<file path="src/rtl/ilk_pkg.sv">
package ilk_pkg;
  localparam int unsigned XCODE_W = 3;
  localparam logic [XCODE_W-1:0] XCODE_TO_COP   = 3'b011;
  localparam logic [XCODE_W-1:0] XCODE_FROM_COP = 3'b100;

  typedef enum logic [1:0] {
    XK_NONE  = 2'd0,
    XK_LOAD  = 2'd1,
    XK_STORE = 2'd2
  } xfer_kind_e;
endpackage

</file>
<file path="src/rtl/ilk_opbuf.sv">
module ilk_opbuf #(
  parameter int unsigned DATA_W = 16,
  parameter int unsigned DEPTH  = 4,
  localparam int unsigned CNT_W = $clog2(DEPTH + 1),
  localparam int unsigned IDX_W = (DEPTH > 1) ? $clog2(DEPTH) : 1
) (
  input  logic              clk,
  input  logic              rst_n,
  input  logic              wr_en,
  input  logic [DATA_W-1:0] wr_data,
  input  logic              clr,
  input  logic [IDX_W-1:0]  rd_idx,
  output logic [CNT_W-1:0]  cnt,
  output logic [DATA_W-1:0] rd_data
);
  logic [DATA_W-1:0] slot [DEPTH];

  // one register per slot, written when the count points at it
  for (genvar g = 0; g < DEPTH; g++) begin : g_slot
    always_ff @(posedge clk) begin
      if (!rst_n) begin
        slot[g] <= '0;
      end else if (wr_en && cnt == CNT_W'(g)) begin
        slot[g] <= wr_data;
      end
    end
  end

  always_ff @(posedge clk) begin
    if (!rst_n) begin
      cnt <= '0;
    end else if (clr) begin
      cnt <= '0;
    end else if (wr_en) begin
      cnt <= cnt + CNT_W'(1);
    end
  end

  assign rd_data = slot[rd_idx];

  AST_NO_OVERFLOW: assert property (@(posedge clk) disable iff (!rst_n)
    wr_en |-> cnt < CNT_W'(DEPTH));
endmodule

</file>
<file path="src/rtl/ilk_stall_ctl.sv">
module ilk_stall_ctl #(
  parameter int unsigned DEPTH     = 4,
  parameter int unsigned SGL_WORDS = 2,
  parameter int unsigned DBL_WORDS = 4,
  localparam int unsigned CNT_W = $clog2(DEPTH + 1),
  localparam int unsigned IDX_W = (DEPTH > 1) ? $clog2(DEPTH) : 1
) (
  input  logic             clk,
  input  logic             rst_n,
  input  logic             exec_busy,
  input  logic             next_pending,
  input  logic             dbl_fmt,
  input  logic             opnd_valid,
  input  logic [CNT_W-1:0] cnt,
  output logic             opnd_ready,
  output logic             wr_en,
  output logic             clr,
  output logic [IDX_W-1:0] rd_idx,
  output logic             draining,
  output logic             drain_start,
  output logic             stall
);
  logic [CNT_W-1:0] need_now, need_q, need_eff, cnt_inc;
  logic             full, last_arrive, last_rd, stall_d;

  assign need_now    = dbl_fmt ? CNT_W'(DBL_WORDS) : CNT_W'(SGL_WORDS);
  // the word count is frozen once the first word of an instruction is taken
  assign need_eff    = (cnt == '0) ? need_now : need_q;
  assign cnt_inc     = cnt + CNT_W'(1);
  assign full        = (cnt != '0) && (cnt == need_eff);

  assign opnd_ready  = next_pending && (cnt < need_eff) && !draining;
  assign wr_en       = opnd_valid && opnd_ready;
  assign last_arrive = wr_en && (cnt_inc == need_eff);
  assign drain_start = full && !exec_busy && !draining;
  assign last_rd     = draining && (CNT_W'(rd_idx) == need_q - CNT_W'(1));
  assign clr         = last_rd;
  assign stall_d     = exec_busy && !draining && (full || last_arrive);

  always_ff @(posedge clk) begin
    if (!rst_n) begin
      need_q <= CNT_W'(SGL_WORDS);
    end else if (wr_en && cnt == '0) begin
      need_q <= need_now;
    end
  end

  always_ff @(posedge clk) begin
    if (!rst_n) begin
      draining <= 1'b0;
      rd_idx   <= '0;
    end else if (drain_start) begin
      draining <= 1'b1;
      rd_idx   <= '0;
    end else if (last_rd) begin
      draining <= 1'b0;
      rd_idx   <= '0;
    end else if (draining) begin
      rd_idx   <= rd_idx + IDX_W'(1);
    end
  end

  always_ff @(posedge clk) begin
    if (!rst_n) stall <= 1'b0;
    else        stall <= stall_d;
  end

  AST_STALL_NEEDS_BUSY: assert property (@(posedge clk) disable iff (!rst_n)
    $rose(stall) |-> $past(exec_busy));
  AST_STALL_DROPS: assert property (@(posedge clk) disable iff (!rst_n)
    (stall && !exec_busy) |=> !stall);
  AST_NO_RELEASE_BUSY: assert property (@(posedge clk) disable iff (!rst_n)
    $rose(draining) |-> !$past(exec_busy));
  AST_RELEASE_CONTIG: assert property (@(posedge clk) disable iff (!rst_n)
    (draining && !last_rd) |=> draining);
  AST_NO_TAKE_DRAIN: assert property (@(posedge clk) disable iff (!rst_n)
    draining |-> !wr_en);
endmodule

</file>
<file path="src/rtl/ilk_xfer_dec.sv">
module ilk_xfer_dec
  import ilk_pkg::*;
(
  input  logic               xfer_valid,
  input  logic [XCODE_W-1:0] xfer_code,
  output logic               xfer_load,
  output logic               xfer_store
);
  xfer_kind_e kind;

  always_comb begin
    kind = XK_NONE;
    if (xfer_valid) begin
      unique case (xfer_code)
        XCODE_TO_COP:   kind = XK_LOAD;
        XCODE_FROM_COP: kind = XK_STORE;
        default:        kind = XK_NONE;
      endcase
    end
  end

  assign xfer_load  = (kind == XK_LOAD);
  assign xfer_store = (kind == XK_STORE);

  always_comb begin
    AST_XFER_GATED: assert (xfer_valid || !(xfer_load || xfer_store));
  end
endmodule

</file>
<file path="src/rtl/ilk_exc_hold.sv">
module ilk_exc_hold (
  input  logic clk,
  input  logic rst_n,
  input  logic exc_pulse,
  input  logic clear,
  output logic exc_flag
);
  always_ff @(posedge clk) begin
    if (!rst_n)         exc_flag <= 1'b0;
    else if (exc_pulse) exc_flag <= 1'b1;
    else if (clear)     exc_flag <= 1'b0;
  end

  AST_EXC_SET: assert property (@(posedge clk) disable iff (!rst_n)
    exc_pulse |=> exc_flag);
endmodule

</file>
<file path="src/rtl/coproc_interlock.sv">
module coproc_interlock #(
  parameter int unsigned DATA_W    = 16,
  parameter int unsigned DEPTH     = 4,
  parameter int unsigned SGL_WORDS = 2,
  parameter int unsigned DBL_WORDS = 4
) (
  input  logic              clk,
  input  logic              rst_n,
  input  logic              exec_busy,
  input  logic              next_pending,
  input  logic              dbl_fmt,
  input  logic              opnd_valid,
  output logic              opnd_ready,
  input  logic [DATA_W-1:0] opnd_data,
  output logic              host_stall,
  output logic              rel_valid,
  output logic [DATA_W-1:0] rel_data,
  input  logic              xfer_valid,
  input  logic [2:0]        xfer_code,
  output logic              xfer_load,
  output logic              xfer_store,
  input  logic              exc_pulse,
  output logic              exc_flag
);
  localparam int unsigned CNT_W = $clog2(DEPTH + 1);
  localparam int unsigned IDX_W = (DEPTH > 1) ? $clog2(DEPTH) : 1;

  logic [CNT_W-1:0] cnt;
  logic [IDX_W-1:0] rd_idx;
  logic             wr_en, clr, drain_start;

  ilk_opbuf #(.DATA_W(DATA_W), .DEPTH(DEPTH)) u_buf (
    .clk(clk), .rst_n(rst_n), .wr_en(wr_en), .wr_data(opnd_data),
    .clr(clr), .rd_idx(rd_idx), .cnt(cnt), .rd_data(rel_data)
  );

  ilk_stall_ctl #(.DEPTH(DEPTH), .SGL_WORDS(SGL_WORDS), .DBL_WORDS(DBL_WORDS)) u_ctl (
    .clk(clk), .rst_n(rst_n), .exec_busy(exec_busy), .next_pending(next_pending),
    .dbl_fmt(dbl_fmt), .opnd_valid(opnd_valid), .cnt(cnt), .opnd_ready(opnd_ready),
    .wr_en(wr_en), .clr(clr), .rd_idx(rd_idx), .draining(rel_valid),
    .drain_start(drain_start), .stall(host_stall)
  );

  ilk_xfer_dec u_xfer (
    .xfer_valid(xfer_valid), .xfer_code(xfer_code),
    .xfer_load(xfer_load), .xfer_store(xfer_store)
  );

  ilk_exc_hold u_exc (
    .clk(clk), .rst_n(rst_n), .exc_pulse(exc_pulse),
    .clear(drain_start), .exc_flag(exc_flag)
  );

  initial begin
    AST_PARAM_ORDER: assert (SGL_WORDS >= 1 && SGL_WORDS <= DBL_WORDS && DBL_WORDS <= DEPTH);
  end
endmodule

</file>
<file path="config.mk">
export PLATFORM = sky130hd
export DESIGN_NAME = coproc_interlock
export DESIGN_NICKNAME = d
export VERILOG_FILES = /design/src/rtl/ilk_pkg.sv /design/src/rtl/ilk_opbuf.sv /design/src/rtl/ilk_stall_ctl.sv /design/src/rtl/ilk_xfer_dec.sv /design/src/rtl/ilk_exc_hold.sv /design/src/rtl/coproc_interlock.sv
export SDC_FILE = /design/constraint.sdc
export NUM_CORES = 1
export LEC_CHECK = 0
export ABC_AREA = 1
export BUFFER_PORTS_ARGS = -buffer_cell sky130_fd_sc_hd__buf_4
export CORE_MARGIN = 1.5
export CORE_UTILIZATION = 40
export CTS_CLUSTER_SIZE = 12
export DETAILED_ROUTE_END_ITERATION = 10
export PLACE_DENSITY = 0.62
export SLEW_MARGIN = 5
export SYNTH_ARGS = -nofsm -noshare
export SYNTH_HDL_FRONTEND = slang
export SYNTH_SLANG_ARGS = --single-unit
</file>
<file path="constraint.sdc">
create_clock -name clk -period 6.6 [get_ports clk]
set_clock_uncertainty 0.05 [all_clocks]
set_input_delay 1.32 -clock clk [delete_from_list [all_inputs] [get_ports clk]]
set_output_delay 1.32 -clock clk [all_outputs]
set_load 0.01 [all_outputs]
</file>
== Yosys cells after proc, flatten, opt, wreduce, memory -nomap -nowiden ==
Memory sizes are Yosys's and may differ from the RTL's. A register that Yosys moved wholly into a read port is not among the register bits.
Index checks and enable logic that the tools add are counted.
Operators by class
  add/subtract/negate cells: 3
  order comparisons: 1
  equality and inequality tests: 10
  mux-type cells: 27
  bitwise operators: 5
  reductions and logical operators: 23
Operator list (count)
  $mux 16: 4
  $mux 1: 17
  $logic_and 1x1->1: 14
  $eq 3x2->1 const B: 3
  $eq 3x3->1: 2
  $mux 2: 3
  $mux 3: 2
  $or 1x1->1: 4
  $pmux 2 s2: 1
  $reduce_bool 2->1: 2
  $add 3x1->3 const B: 1
  $eq 2x3->1: 1
  $eq 3x1->1 const B: 1
  $eq 3x3->1 const B: 1
  $logic_not 3->1: 1
  $lt 3x3->1: 1
  $reduce_bool 3->1: 1
  $reduce_or 3->1: 1
  $sub 3x1->3 const B: 1
  $add 2x1->2 const B: 1
  $eq 2x1->1 const B: 1
  $eq 2x2->1 const B: 1
  $logic_not 1->1: 2
  $reduce_or 2->1: 1
  2 further kinds: 2
Word-level totals
  bits in registers: 11
  RAM bits: 64
  input bits: 27
  output and inout bits: 22
  word-level logic and storage cells: 76
  memories kept: 1
Memory list
  u_buf.slot: depth 4, width 16, read ports 1, clocked after Yosys merged registers in 1, write ports 4, RTL line ilk_opbuf.sv:16  | logic [DATA_W-1:0] slot [DEPTH];

== Depth between registers and ports, before layout ==
Gate-level depths: netlist of run 1.
  word-level depth: 11
  gate-level depth with buffers: 14
  gate-level depth less buffers: 12

== By module ==
Synthesis of run 1 repeated with hierarchy kept, for this count alone.
Second synthesis, totals
  cell total of the unflattened synthesis: 461
  area total of the unflattened synthesis: 3783.6 um2
Modules (own cells, without submodules)
  ilk_opbuf: times used 1, cells each 374, area each 3259.4 um2, sequential area each 1981.9 um2
  ilk_stall_ctl: times used 1, cells each 72, area each 446.7 um2, sequential area each 120.1 um2
  ilk_exc_hold: times used 1, cells each 6, area each 43.8 um2, sequential area each 20.0 um2
  ilk_xfer_dec: times used 1, cells each 9, area each 33.8 um2, sequential area each 0.0 um2

== Worst setup path after synthesis of run 1 ==
Ideal clock, no wire load.
  path kind: input-to-output
  from: input dbl_fmt
  to: output opnd_ready
  data arrival time: 2113 ps
  required time: 5230 ps
  path slack: 3117 ps
  cell stages on the path: 6
  path buffers: 0
  cell sequence: inv_1 nand3_1 nand2_1 ha_1 nand2_1 and3_1
Between the ends
  cells in the longest elaborated chain, start to end: 5
Ends and longest elaborated chain
  start: declaration: RTL line coproc_interlock.sv:11  | input logic dbl_fmt,
  $mux 3: RTL line ilk_stall_ctl.sv:26  | assign need_now = dbl_fmt ? CNT_W'(DBL_WORDS) : CNT_W'(SGL_WORDS);
  $mux 3: RTL line ilk_stall_ctl.sv:28  | assign need_eff = (cnt == '0) ? need_now : need_q;
  $lt 3x3->1: RTL line ilk_stall_ctl.sv:32  | assign opnd_ready = next_pending && (cnt < need_eff) && !draining;
  $logic_and 1x1->1 (2 in a row): RTL line ilk_stall_ctl.sv:32
  end: declaration: RTL line coproc_interlock.sv:13  | output logic opnd_ready,
Every way passes these cells.

==> results of run 1 <==
[layout make-up]
type | instances | area, um2 | area share (%)
Tap cell | 108 | 135 | 3.27
Sequential cell | 76 | 2160 | 52.3
Clock inverter | 6 | 80.1 | 1.94
Inverter | 34 | 128 | 3.08
Timing Repair Buffer | 48 | 360 | 8.71
Clock buffer | 9 | 124 | 2.99
Multi-Input combinational cell | 216 | 1150 | 27.8
[logic make-up after synthesis]
kind of cell    Yosys count  share of synthesized area [%]
buf+inv                  48                           6.50
flops                    76                           61.1
simple gates            147                           20.4
compound gates           61                           9.33
fa+ha+maj                 7                           2.47
xor+xnor                  1                          0.247
[through the flow]
stage / cells / hold slack [ns] / power [mW] / util [%] / worst slack (ns)
final: 497 / 0.424 / 1.29 / 47.9 / 2.45
after global routing: 497 / 0.440 / 1.35 / 47.9 / 2.17
after CTS: 497 / 0.424 / 1.30 / 47.9 / 2.38
after detailed placement: 482 / 0.413 / 0.926 / 45.6 / 2.76
after global placement: 482 / 0.402 / 0.917 / 45.6 / 2.82
after floorplan: 340 / 0.420 / 0.815 / - / 3.12
[state kept, by name, summed over array words and instances (netlist names), named ones only]
signal / cells
u_ctl.need_q: 2
u_buf.slot: 64
u_exc.exc_flag: 1
u_buf.cnt: 3
u_ctl.stall: 1
u_ctl.draining: 1
u_ctl.rd_idx: 2
[power by group through the flow]
stage / clock network, mW / logic [mW] / registers (mW)
6_report: 0.375 / 0.315 / 0.600
3_5_place_dp: 0 / 0.315 / 0.611
2_1_floorplan: 0 / 0.218 / 0.598
3_3_place_gp: 0 / 0.308 / 0.609
5_1_grt: 0.396 / 0.352 / 0.606
4_1_cts: 0.378 / 0.317 / 0.601
[synthesized netlist by cell type, drive strengths merged]
| cell | count | area share [%] |
|---|---|---|
| and3 | 1 | 0.18 |
| nor2 | 105 | 14 |
| dfxtp | 12 | 6.8 |
| nand3b | 1 | 0.21 |
| inv | 34 | 3.6 |
| ha | 7 | 2.5 |
| edfxtp | 64 | 54 |
| nand3 | 11 | 2.2 |
| xor2 | 1 | 0.25 |
| buf | 6 | 2.0 |
| nand4 | 2 | 0.53 |
| nand2 | 24 | 2.8 |
| nor4 | 1 | 0.18 |
| a21oi | 7 | 0.99 |
| clkbuf | 8 | 0.85 |
| o21a | 1 | 0.21 |
| nor3 | 2 | 0.28 |
| o21bai | 1 | 0.21 |
| o22ai | 16 | 2.8 |
| o21ai | 36 | 5.1 |
[critical path: stages, from the launching register on]
cell and delay [ns]:
dfxtp_1 1.02, inv_1 0.74, o21ai_0 0.36, o22ai_1 0.13, buf_4 0.16
[worst max path at each step]
stage                                                  to  slack [ns]  cells after the start
final                                         rel_data[4]        2.45                      4
after CTS                                     rel_data[4]        2.38                      4
after floorplan                                opnd_ready        3.12                      6
after global placement    u_buf.slot[3][14]$_SDFFCE_PN0P_        2.82                     10
after global routing                          rel_data[4]        2.17                      4
after detailed placement                      rel_data[4]        2.76                      4
[metal layers]
layer | routed length [um] | vias up | track usage (%) | share of wire (%)
met5 | 0 | - | 0 | 0
met4 | 102 | 0 | 5.69 | 1.4
met3 | 326 | 11 | 2.88 | 4.4
met2 | 3680 | 61 | 28.5 | 50
met1 | 3310 | 1240 | 21.1 | 45
li1 | - | 1235 | - | -
==> metrics.txt, run 1 <==
Net Sw Frac 29.9%; # hold bufs at CTS 0; sequential power share between 40% and 50%; global placement routability congestion between 0.8 and 0.9; drt wl/cell approximately 15 um; post-CTS resize count 0; mean post-synth cell area between 10 and 15 um2; P per Cell Area just over 300 nW/um2; Fill cells 846; WHS Endpoint u_exc.exc_flag$_SDFFE_PN0P_; residual DRC count 0; max-slew violation count 0; Min Clock Period, post-route around 4.1 ns; Synth Instances 340; leading cell type in the layout, fill and taps excluded nor2_1; vias in the first global route 2582; worst-margin pin slew approximately 1.1 ns; hold path startpoint u_exc.exc_flag$_SDFFE_PN0P_; Worst R2R End u_buf.slot[0][1]$_SDFFCE_PN0P_; Final TNS setup 0 ns; clock sinks 76; Post-Syn Area about 3500 um2; Worst EP arrival 2.78 ns; clock transition at the registers of the reported paths 0.08 ns; Ports a little under 50; hold path depth 2; drt first pass iters 4; drt via density just over 5; Worst R2R Setup Slack between 3 and 4 ns; final wirelength between 7000 and 8000 um; via count roughly 2.5k; first-pass GRT wire length roughly 12000 um; Static Leakage between 1.5 and 2 nW; net switching power ~0.38 mW; yosys warns 0; critical path endpoint category output pin; library cells used by synthesis 31; Setup Crit Path Kind flop to output pin; die area 9430 um2; maximum VDD drop between 150 and 200 uV; Area Growth Syn to Fin 16.9%; status finished clean; share of cells above drive strength 1 20.8%; Setup Fix Bufs, Post-CTS 0; Reg2Reg Launch Point u_buf.cnt[0]$_SDFFE_PP0N_; chip width just under 100 um; core footprint between 8000 and 9000 um2; Antenna Violating Nets Remaining 0; combinational power share about a quarter; Worst slew margin about 30%; Data required, critical path about 5.2 ns; Cell Area, Placed between 3000 and 4000 um2; num rows 34; clock latency on the worst-skew pair 0.34 ns; Clock Power Share between 20 and 30%; net count after synthesis approximately 370; Final setup violation count 0; commonest non-fill, non-tap cells in the layout 92 x nor2_1, 64 x edfxtp_1, 48 x buf_4; pin count of the biggest net entering global routing 34; initial core utilization between 40% and 50%; fin area ~4100 um2; Reg2Reg Depth 11; Longest Clk Path Bufs 2; CP max FO 33; TritonCTS clock tree built; Root Buffer clkbuf_8; Die H between 90 and 100 um; port bufs between 40 and 50; RSZ-0062 raised after global routing no; post-DP HPWL ~4700 um; ANT cells 0; initial antenna violation count 0; TritonCTS Buffers 9; DR iter-0 viols between 100 and 150; internal power between 0.9 and 1 mW; sequential-to-total area share from yosys stat between 60% and 70%; Worst setup SP type flop; final hold violations 0; Hold Crit Class flop to flop; htree depth 3; Max Cap Viol 0; gr ovfl total 0; layout net count about 420; period utilization 62.8%; fmax 0.241 GHz; Yosys reg bits 76; total track usage roughly 17%
Power figures use the tool's default switching activity.
==> inputs of run 2 (changes only) <==
Clock period 6.6 ns to 4.35 ns, I/O delays scaled along.
==> metrics.txt, run 2 (synthesis gave the netlist of run 1 again) <==
Biggest register u_buf.slot; drt first pass iters 4 (unchanged); initial core utilization 41.0% (unchanged); post-CTS resize count 0 (unchanged); status finished clean; Largest regs u_buf.slot: 64 flops, u_buf.cnt: 3 flops; Final TNS setup 0 ns (unchanged); final wirelength 7160 um (-3.4%); worst-margin pin slew 0.919 ns (-0.135 ns); Static Leakage 1.77 nW (+0.81%); Hold Crit Class flop to flop; Cell Area, Placed 3940 um2 (+0.19%); ANT cells 0 (unchanged); Area Growth Syn to Fin 17.4%; Max Cap Viol 0 (unchanged); final hold violations 0 (unchanged); Root Buffer clkbuf_8; Ports 49 (unchanged); clock sinks 76 (unchanged); Worst setup SP type flop; TritonCTS clock tree built; share of cells above drive strength 1 21.7% (+0.92 points); drt wl/cell 14.4 um (-3.8%); CP Cell Sequence inv_1 > ha_1 > nand2_2 > nand2_1 > nand2_1 > ha_1 > nand2_1 > nand4_2 > nor2_8 > inv_1 > nand2_1; critical path endpoint category flop; TritonCTS Buffers 9 (unchanged); chip width 97.1 um (unchanged); post-layout util 48.1% (+0.22 points); Longest Clk Path Bufs 2 (unchanged); Min Clock Period, post-route between 3 and 4 ns; port bufs 48 (unchanged); CP max FO 16 (-52%); DR iter-0 viols 78 (-27%); period utilization about 72%; first-pass GRT wire length 12000 um (-2.5%); die area 9430 um2 (unchanged); fin area 4160 um2 (+0.45%); htree depth 3 (unchanged); Die H 97.1 um (unchanged); max-slew violation count 0 (unchanged); Data required, critical path 4.27 ns (-0.96 ns); Final setup violation count 0 (unchanged); global placement routability congestion 0.900 (+12%); maximum VDD drop 210 uV (+37%); via count 2463 (-3.3%); # hold bufs at CTS 0 (unchanged); RSZ-0062 raised after global routing no; Setup Fix Bufs, Post-CTS 0 (unchanged); core footprint 8640 um2 (unchanged); fmax around 0.32 GHz; Antenna Violating Nets Remaining 0 (unchanged); Largest register FFs 64 (unchanged); post-DP HPWL 4590 um (-1.5%); vias in the first global route 2544 (-1.5%); Critical Path Max Stage Delay 0.60 ns (-0.42 ns); pin count of the biggest net entering global routing 34 (unchanged); layout net count 420 (+0.24%); initial antenna violation count 0 (unchanged); Setup Crit Path Kind flop to flop; clock transition at the registers of the reported paths 0.08 ns (about the same); Worst EP arrival 3.04 ns (+0.26 ns); P per Cell Area 475 nW/um2 (+52%); leading cell type in the layout, fill and taps excluded nor2_1; num rows 34 (unchanged); gr ovfl total 0 (unchanged); Worst slew margin 38.7% (+9.0 points); Critical Path Most Common Cell nand2_1; total track usage 16.4% (-0.20 points); drt via density 4.94 (-3.7%); CP max-delay cell nand2_1; residual DRC count 0 (unchanged); clock latency on the worst-skew pair 0.34 ns (about the same); commonest non-fill, non-tap cells in the layout 92 x nor2_1, 64 x edfxtp_1, 49 x buf_4
-- run 2: cell type report --
type / instances / area, um2
clock buffers: 9 / 124
clock inverters: 7 / 91.3
fillers: 818 / 4480
inverters: 34 / 128
multi-input cells: 216 / 1150
flip-flops and latches: 76 / 2160
well taps: 108 / 135
repair buffers: 49 / 368
-- run 2: power breakdown --
group / switching (mW) / total [mW] / internal [mW]
clock network: 0.260 / 0.581 / 0.321
registers: 0.0272 / 0.895 / 0.868
logic: 0.305 / 0.496 / 0.191
total: 0.593 / 1.97 / 1.38
-- run 2: final timing paths --
kind,startpoint,end,slack [ns],cells after the start
setup reg to reg,u_buf.cnt[0]$_SDFFE_PP0N_,u_buf.slot[0][9]$_SDFFCE_PN0P_,1.24,11
hold / removal,u_exc.exc_flag$_SDFFE_PN0P_,u_exc.exc_flag$_SDFFE_PN0P_,0.42,2
setup / recovery,u_buf.cnt[0]$_SDFFE_PP0N_,u_buf.slot[0][9]$_SDFFCE_PN0P_,1.24,11
hold reg to reg,u_exc.exc_flag$_SDFFE_PN0P_,u_exc.exc_flag$_SDFFE_PN0P_,0.42,2
-- run 2: through the flow --
step	total power, mW	setup slack [ns]	std cells	hold WS [ns]
2_1_floorplan	1.24	1.65	340	0.420
6_report	1.97	1.24	499	0.416
5_1_grt	2.08	0.969	499	0.441
4_1_cts	1.98	1.20	499	0.418
3_3_place_gp	1.39	1.11	483	0.402
3_5_place_dp	1.41	0.983	483	0.406
-- run 2: worst max-delay path: cells and delay by family (launching register included) --
family                     cells  cell delay, ns
and+or+nand+nor                7            1.58
adders and majority gates      2            0.55
DFF                            1            0.33
buffers and inverters          2            0.23
-- run 2: per-layer routing --
layer / GRT usage (%) / vias to the layer above / wire, um
met4: 5.24 / 0 / 58
li1: - / 1237 / -
met1: 20.0 / 1172 / 3240
met2: 28.7 / 46 / 3620
met5: 0 / - / 0
met3: 3.60 / 8 / 249
==> inputs of run 3 (changes only) <==
Settings changed: PLACE_DENSITY 0.62 to 0.64.
Clock period 4.35 ns to 2.66 ns, I/O delays scaled along.
==> metrics.txt, run 3 (synthesis gave the netlist of run 1 again) <==
critical path endpoint category output pin; total track usage 16.7% (+0.38 points); hold path startpoint exc_pulse; Worst setup SP type flop; die area 9430 um2 (unchanged); via count 2475 (+0.49%); clock transition at the registers of the reported paths 0.08 ns (about the same); Data required, critical path 2.08 ns (-2.19 ns); placed insts 490 (+1.4%); chip width 97.1 um (unchanged); WHS Endpoint u_exc.exc_flag$_SDFFE_PN0P_; TritonCTS Buffers 9 (unchanged); Root Buffer clkbuf_8; hold path depth 3 (+1); clock sinks 76 (unchanged); grt met3 use 3.53% (-0.072 points); Worst EP arrival 1.96 ns (-1.08 ns); Largest regs u_buf.slot: 64 flops, u_buf.cnt: 3 flops; port bufs 48 (unchanged); Die H 97.1 um (unchanged); Critical Path Most Common Cell nand2_2; CP Cell Sequence inv_2 > ha_4 > nand2_4 > nand2_2 > nand2_1 > ha_1 > nand2_2 > and3_1 > buf_4; Crit path buffers/inverters 2 (unchanged); Setup Fix Bufs, Post-CTS 0 (unchanged); clock latency on the worst-skew pair 0.35 ns (about the same); worst-margin pin slew 0.423 ns (-0.495 ns); Area Growth Syn to Fin 20.4%; drt wl/cell 14.4 um (+0.30%); gr ovfl total 0 (unchanged); leading cell type in the layout, fill and taps excluded nor2_1; Longest Clk Path Bufs 2 (unchanged); Final Non-Filler Cells 506 (+1.4%); initial antenna violation count 0 (unchanged); Worst R2R End u_buf.slot[2][3]$_SDFFCE_PN0P_; Hold Crit Class primary input to flop; Worst slew margin 71.7% (+33 points); Reg2Reg Depth 12 (+1); residual DRC count 0 (unchanged); RSZ-0062 raised after global routing no; Setup WS post-layout 0.120 ns (-1.12 ns); Ports 49 (unchanged); CP max-delay cell dfxtp_1; final hold violations 0 (unchanged); Static Leakage 1.80 nW (+1.6%); Reg2Reg Launch Point u_buf.cnt[0]$_SDFFE_PP0N_; Biggest register u_buf.slot; core footprint 8640 um2 (unchanged); TritonCTS clock tree built; pin count of the biggest net entering global routing 33 (-2.9%); ANT cells 0 (unchanged); drt first pass iters 4 (unchanged); layout net count 427 (+1.7%); top cell family by delay on the critical path simple AND/OR/NAND/NOR gates; num rows 34 (unchanged); Critical Path Max Stage Delay 0.34 ns (-0.26 ns); share of cells above drive strength 1 24.6% (+2.9 points); fin area 4260 um2 (+2.6%); post-DP HPWL 4730 um (+3.1%); M1 GR Usage 21.0% (+0.99 points); pre-CTS setup slack 0.0703 ns (-0.912 ns); drt via density 4.89 (-0.90%); vias in the first global route 2489 (-2.2%); Min Clock Period, post-route about 2.5 ns; Fill cells 797 (-2.6%); CP max FO 6 (-10); final wirelength 7290 um (+1.7%); fmax just under 0.4 GHz; Antenna Violating Nets Remaining 0 (unchanged); htree depth 3 (unchanged); period utilization between 90% and 100%; Cell Area, Placed 4040 um2 (+2.6%); met2 usage 28.3% (-0.32 points); Worst R2R Setup Slack 0.26 ns (-0.98 ns); max-slew violation count 0 (unchanged); global placement routability congestion 0.868 (-3.5%); GRT busiest layer met2; initial core utilization 41.0% (unchanged); maximum VDD drop 394 uV (+87%); post-layout util 49.4% (+1.2 points); total power 3.13 mW (+59%); status finished clean; Max Cap Viol 0 (unchanged); Largest register FFs 64 (unchanged); Final TNS setup 0 ns (unchanged); DR iter-0 viols 107 (+37%); Setup Crit Path Kind flop to output pin; first-pass GRT wire length 12300 um (+1.8%); Final setup violation count 0 (unchanged); P per Cell Area 734 nW/um2 (+55%); commonest non-fill, non-tap cells in the layout 92 x nor2_1, 64 x edfxtp_1, 52 x buf_4; worst hold slack 0.377 ns (-0.0397 ns)
-- run 3: cell type report --
cell class,instances,area (um2),area share [%]
Inverter,34,128,2.99
Tap cell,108,135,3.17
Timing Repair Buffer,56,470,11.0
Sequential cell,76,2160,50.7
Clock inverter,7,43.8,1.03
Multi-Input combinational cell,216,1200,28.1
Clock buffer,9,124,2.91
-- run 3: worst max path at each step --
stage                         startpoint                              end  slack [ns]  cells past startpoint
2_1_floorplan  u_buf.cnt[0]$_SDFFE_PP0N_   u_buf.slot[0][0]$_SDFFCE_PN0P_        0.15                     12
3_3_place_gp   u_buf.cnt[0]$_SDFFE_PP0N_  u_buf.slot[0][12]$_SDFFCE_PN0P_        0.20                     12
3_5_place_dp   u_buf.cnt[0]$_SDFFE_PP0N_  u_buf.slot[1][14]$_SDFFCE_PN0P_        0.07                     11
4_1_cts        u_buf.cnt[0]$_SDFFE_PP0N_                       opnd_ready       0.002                      9
5_1_grt        u_buf.cnt[0]$_SDFFE_PP0N_                       opnd_ready        0.02                      9
6_report       u_buf.cnt[0]$_SDFFE_PP0N_                       opnd_ready        0.12                      9
-- run 3: tightest hold or removal path, delay by kind of cell --
| kind | cells | cell delay, ns |
|---|---|---|
| buffers and inverters | 2 | 0.14 |
| AOI/OAI and AO/OA | 1 | 0.05 |
-- run 3: per-layer routing --
layer  vias to the layer above  part of all wire [%]
li1                       1262                     -
met1                      1147                    44
met2                        55                    50
met3                        11                   4.4
met4                         0                   1.4
met5                         -                     0
-- run 3: where the power goes --
part	switching (mW)	total, mW	internal, mW
Combinational	0.536	0.905	0.369
Clock	0.425	0.758	0.333
Sequential	0.0470	1.46	1.42
Total	1.01	3.13	2.12
-- run 3: what timing repair did --
item,4_1_cts,5_1_grt
resized for setup,0,11
hold buffers,0,0
setup endpoints to repair,0,103
